==> config.mk <==
export PLATFORM = sky130hd
export DESIGN_NAME = alu_bitslice
export DESIGN_NICKNAME = d
export VERILOG_FILES = /design/src/rtl/alu_pkg.sv /design/src/rtl/alu_bit_slice.sv /design/src/rtl/alu_zero_detect.sv /design/src/rtl/alu_bitslice.sv
export SDC_FILE = /design/constraint.sdc
export NUM_CORES = 1
export LEC_CHECK = 0
export ABC_AREA = 1
export BUFFER_PORTS_ARGS = -buffer_cell sky130_fd_sc_hd__buf_2
export CAP_MARGIN = 20
export CORE_ASPECT_RATIO = 1.2
export CORE_MARGIN = 2
export CORE_UTILIZATION = 55
export DETAILED_ROUTE_END_ITERATION = 10
export PLACE_DENSITY_LB_ADDON = 0.3
export REMOVE_ABC_BUFFERS = 1
export SLEW_MARGIN = 20
export SYNTH_ARGS = -nofsm -noshare
export SYNTH_HDL_FRONTEND = slang
export SYNTH_HIERARCHICAL = 1
export SYNTH_SLANG_ARGS = --single-unit
==> constraint.sdc <==
create_clock -name vclk -period 66.9
set_input_delay 16.725 -clock vclk [all_inputs]
set_output_delay 16.725 -clock vclk [all_outputs]
set_load 0.005 [all_outputs]
==> src/rtl/alu_pkg.sv <==
package alu_pkg;

  typedef enum logic [1:0] {
    SEL_AND  = 2'b00,
    SEL_OR   = 2'b01,
    SEL_SUM  = 2'b10,
    SEL_LESS = 2'b11
  } alu_sel_e;

  typedef struct packed {
    logic     a_inv;
    logic     b_neg;
    alu_sel_e sel;
  } alu_ctrl_t;

  localparam logic [3:0] CODE_AND = 4'b0000;
  localparam logic [3:0] CODE_OR  = 4'b0001;
  localparam logic [3:0] CODE_ADD = 4'b0010;
  localparam logic [3:0] CODE_SUB = 4'b0110;
  localparam logic [3:0] CODE_SLT = 4'b0111;
  localparam logic [3:0] CODE_NOR = 4'b1100;

endpackage

==> src/rtl/alu_bit_slice.sv <==
module alu_bit_slice
  import alu_pkg::*;
(
  input  logic     a_i,
  input  logic     b_i,
  input  logic     a_inv_i,
  input  logic     b_neg_i,
  input  logic     carry_i,
  input  logic     less_i,
  input  alu_sel_e sel_i,
  output logic     result_o,
  output logic     carry_o,
  output logic     sum_o
);

  logic a_x;
  logic b_x;

  assign a_x     = a_i ^ a_inv_i;
  assign b_x     = b_i ^ b_neg_i;
  assign sum_o   = a_x ^ b_x ^ carry_i;
  assign carry_o = (a_x & b_x) | (a_x & carry_i) | (b_x & carry_i);

  always_comb begin
    unique case (sel_i)
      SEL_AND:  result_o = a_x & b_x;
      SEL_OR:   result_o = a_x | b_x;
      SEL_SUM:  result_o = sum_o;
      default:  result_o = less_i;
    endcase
  end

endmodule

==> src/rtl/alu_zero_detect.sv <==
module alu_zero_detect #(
  parameter int WIDTH = 32
) (
  input  logic [WIDTH-1:0] vec_i,
  output logic             zero_o
);

  localparam int HALF = WIDTH / 2;

  generate
    if (WIDTH == 1) begin : g_leaf
      assign zero_o = ~vec_i[0];
    end else begin : g_split
      logic lo_zero;
      logic hi_zero;
      alu_zero_detect #(.WIDTH(HALF)) u_lo (
        .vec_i  (vec_i[HALF-1:0]),
        .zero_o (lo_zero)
      );
      alu_zero_detect #(.WIDTH(WIDTH-HALF)) u_hi (
        .vec_i  (vec_i[WIDTH-1:HALF]),
        .zero_o (hi_zero)
      );
      assign zero_o = lo_zero & hi_zero;
    end
  endgenerate

endmodule

==> src/rtl/alu_bitslice.sv <==
module alu_bitslice
  import alu_pkg::*;
#(
  parameter int WIDTH = 32
) (
  input  logic [WIDTH-1:0] opa_i,
  input  logic [WIDTH-1:0] opb_i,
  input  logic [3:0]       ctrl_i,
  output logic [WIDTH-1:0] result_o,
  output logic             zero_o,
  output logic             ovf_o,
  output logic             carry_o
);

  localparam int MSB = WIDTH - 1;

  alu_ctrl_t        ctrl;
  logic [WIDTH:0]   carry;
  logic [WIDTH-1:0] sums;
  logic [WIDTH-1:0] res_bits;

  assign ctrl     = alu_ctrl_t'(ctrl_i);
  assign carry[0] = ctrl.b_neg;

  generate
    for (genvar i = 0; i < WIDTH; i++) begin : g_slice
      logic less_w;
      if (i == 0) begin : g_lsb
        assign less_w = sums[MSB];
      end else begin : g_upper
        assign less_w = 1'b0;
      end
      alu_bit_slice u_slice (
        .a_i      (opa_i[i]),
        .b_i      (opb_i[i]),
        .a_inv_i  (ctrl.a_inv),
        .b_neg_i  (ctrl.b_neg),
        .carry_i  (carry[i]),
        .less_i   (less_w),
        .sel_i    (ctrl.sel),
        .result_o (res_bits[i]),
        .carry_o  (carry[i+1]),
        .sum_o    (sums[i])
      );
    end
  endgenerate

  alu_zero_detect #(.WIDTH(WIDTH)) u_zero (
    .vec_i  (res_bits),
    .zero_o (zero_o)
  );

  assign result_o = res_bits;
  assign carry_o  = carry[WIDTH];
  assign ovf_o    = carry[MSB] ^ carry[WIDTH];

  always_comb begin
    if (ctrl_i == CODE_AND)
      AST_AND_PATH: assert (result_o == (opa_i & opb_i)) else $error("and path mismatch");
    if (ctrl_i == CODE_NOR)
      AST_NOR_PATH: assert (result_o == ~(opa_i | opb_i)) else $error("nor path mismatch");
    if (ctrl_i == CODE_SLT)
      AST_SLT_UPPER: assert (result_o[MSB:1] == '0) else $error("slt upper bits set");
    AST_ZERO_FLAG: assert (zero_o == (result_o == '0)) else $error("zero flag mismatch");
    if (ctrl_i == CODE_ADD)
      AST_ADD_OVF: assert (ovf_o == ((opa_i[MSB] == opb_i[MSB]) && (result_o[MSB] != opa_i[MSB])))
        else $error("add overflow mismatch");
    if (ctrl_i == CODE_SUB)
      AST_SUB_OVF: assert (ovf_o == ((opa_i[MSB] != opb_i[MSB]) && (result_o[MSB] != opa_i[MSB])))
        else $error("sub overflow mismatch");
  end

endmodule

==> out/metrics.yaml <==
status: "finished clean"
whs_ns: 34.03
worstMarginPinSlew_ns: 0.882
drt.antenna.violating_nets: 0
grt_pass1_wl_um: 13000
multi_input_area_um2: 3170
slowest_delay_ns: 0.56
power_frac_seq: 0
wl_met3_um: 314
finalInstanceArea_um2: 5030
cp_max_fo: 32
crit_end: "zero_o"
dr.max_layer_used: "met4"
num_rows: 35
ctsHoldBuffers: 0
p_per_area_nw_per_um2: 8.52
placed_area_um2: 5030
start_kind: "primary input"
diodes: 0
grt_max_degree: 97
vias: 3883
fin_nets: 1043
ir_drop_v: 0.00000722
p_switching_mw: 0.0252
synthCells: 741
post_cts_buffers: 0
nClkBuffers: 0
p_int_mw: 0.0176
p_clk_frac: 0
antenna_found_initial: 0
ys_warn_count: 6
finalSetupTns_ns: 0
sequential_cell_total: 0
die_x_um: 84.4
wl_met1_um: 3230
post-route-period-util: 0.775
end_kind: "output pin"
wl_per_cell_um: 7.55
setup_violations: 0
crit_required_ns: 50.18
fmax_mhz: 19.3
crit_start: "ctrl_i[3]"
layout.area.seq_um2: 0
hold_violations: 0
p_comb_frac: 1.000
crit_arrival_ns: 35.10
hp-class: "primary input to output pin"
crit_top_cell: "inv_1"
gp_congestion: 0.784
area_growth_pct: 18.0
syn_area_um2: 4260
drt_iter0_markers: 80
relSlewSlack: 0.412
maxSlewViolCount: 0
die_y_um: 100
dieArea_um2: 8470
ios: 103
fin_cells: 969
drc: 0
initial_core_util: 0.559
final_cell_mix: "inv_1, nand2_1, buf_2"
dp_hpwl_um: 5870
grt_use_total: 0.175
final_common_cell: "inv_1"
path_class: "primary input to output pin"
rsz0062_at_grt: "false"
cts_resized: 0
drive_gt1_frac: 0.121
max_cap_viol_count: 0
dr.pass1.iters: 5
io_buffers: 103
sw_frac_of_total: 0.589
first_global_vias: 3398
synth.avg_cell_area_um2: 5.75
critPathSlowestCell: "fa_1"
p_leak_nw: 3.63
dp_cells: 969
wl_met2_um: 3750
p_total_mw: 0.0429
wl_um: 7320
core_area_um2: 7620
period_minus_slack_ns: 51.82
fillers: 756
gr-total-overflow: 0
routed_via_density: 4.01
## stage by stage
| step | setup slack [ns] | util |
|---|---|---|
| 2_1_floorplan | 16.54 | - |
| 3_3_place_gp | 15.15 | 0.660 |
| 3_5_place_dp | 14.92 | 0.660 |
| 4_1_cts | 14.89 | 0.660 |
| 5_1_grt | 13.70 | 0.660 |
| 6_report | 15.08 | 0.660 |
## critical path, delay by kind of cell
family	cells	cell delay (ns)
fa+ha+maj	32	13.20
buf+inv	74	4.57
xor+xnor	1	0.25
simple gates	8	0.42
## area by class of cell
| type | instances | area share |
|---|---|---|
| Multi-Input combinational cell | 449 | 0.629 |
| Inverter | 322 | 0.240 |
| Timing Repair Buffer | 106 | 0.107 |
| Tap cell | 92 | 0.0229 |
## power by group through the flow
stage	Clock (mW)	Combinational, mW	Sequential, mW
6_report	0	0.0429	0
5_1_grt	0	0.0516	0
3_5_place_dp	0	0.0435	0
2_1_floorplan	0	0.0305	0
3_3_place_gp	0	0.0426	0
4_1_cts	0	0.0437	0
## worst min-delay path by stage
stage	endpoint	depth (start not counted)	start
after floorplan	result_o[0]	2	ctrl_i[1]
after global placement	carry_o	6	opa_i[31]
after detailed placement	carry_o	6	opa_i[31]
after CTS	carry_o	6	opa_i[31]
after global routing	carry_o	6	opa_i[31]
final	carry_o	6	opa_i[31]
## layer usage
| metal | vias up | GRT usage |
|---|---|---|
| met5 | - | 0 |
| met4 | 0 | 0.0110 |
| met3 | 2 | 0.0140 |
| met2 | 62 | 0.368 |
| met1 | 1608 | 0.197 |
| li1 | 2211 | - |
Power figures use the tool's default switching activity.
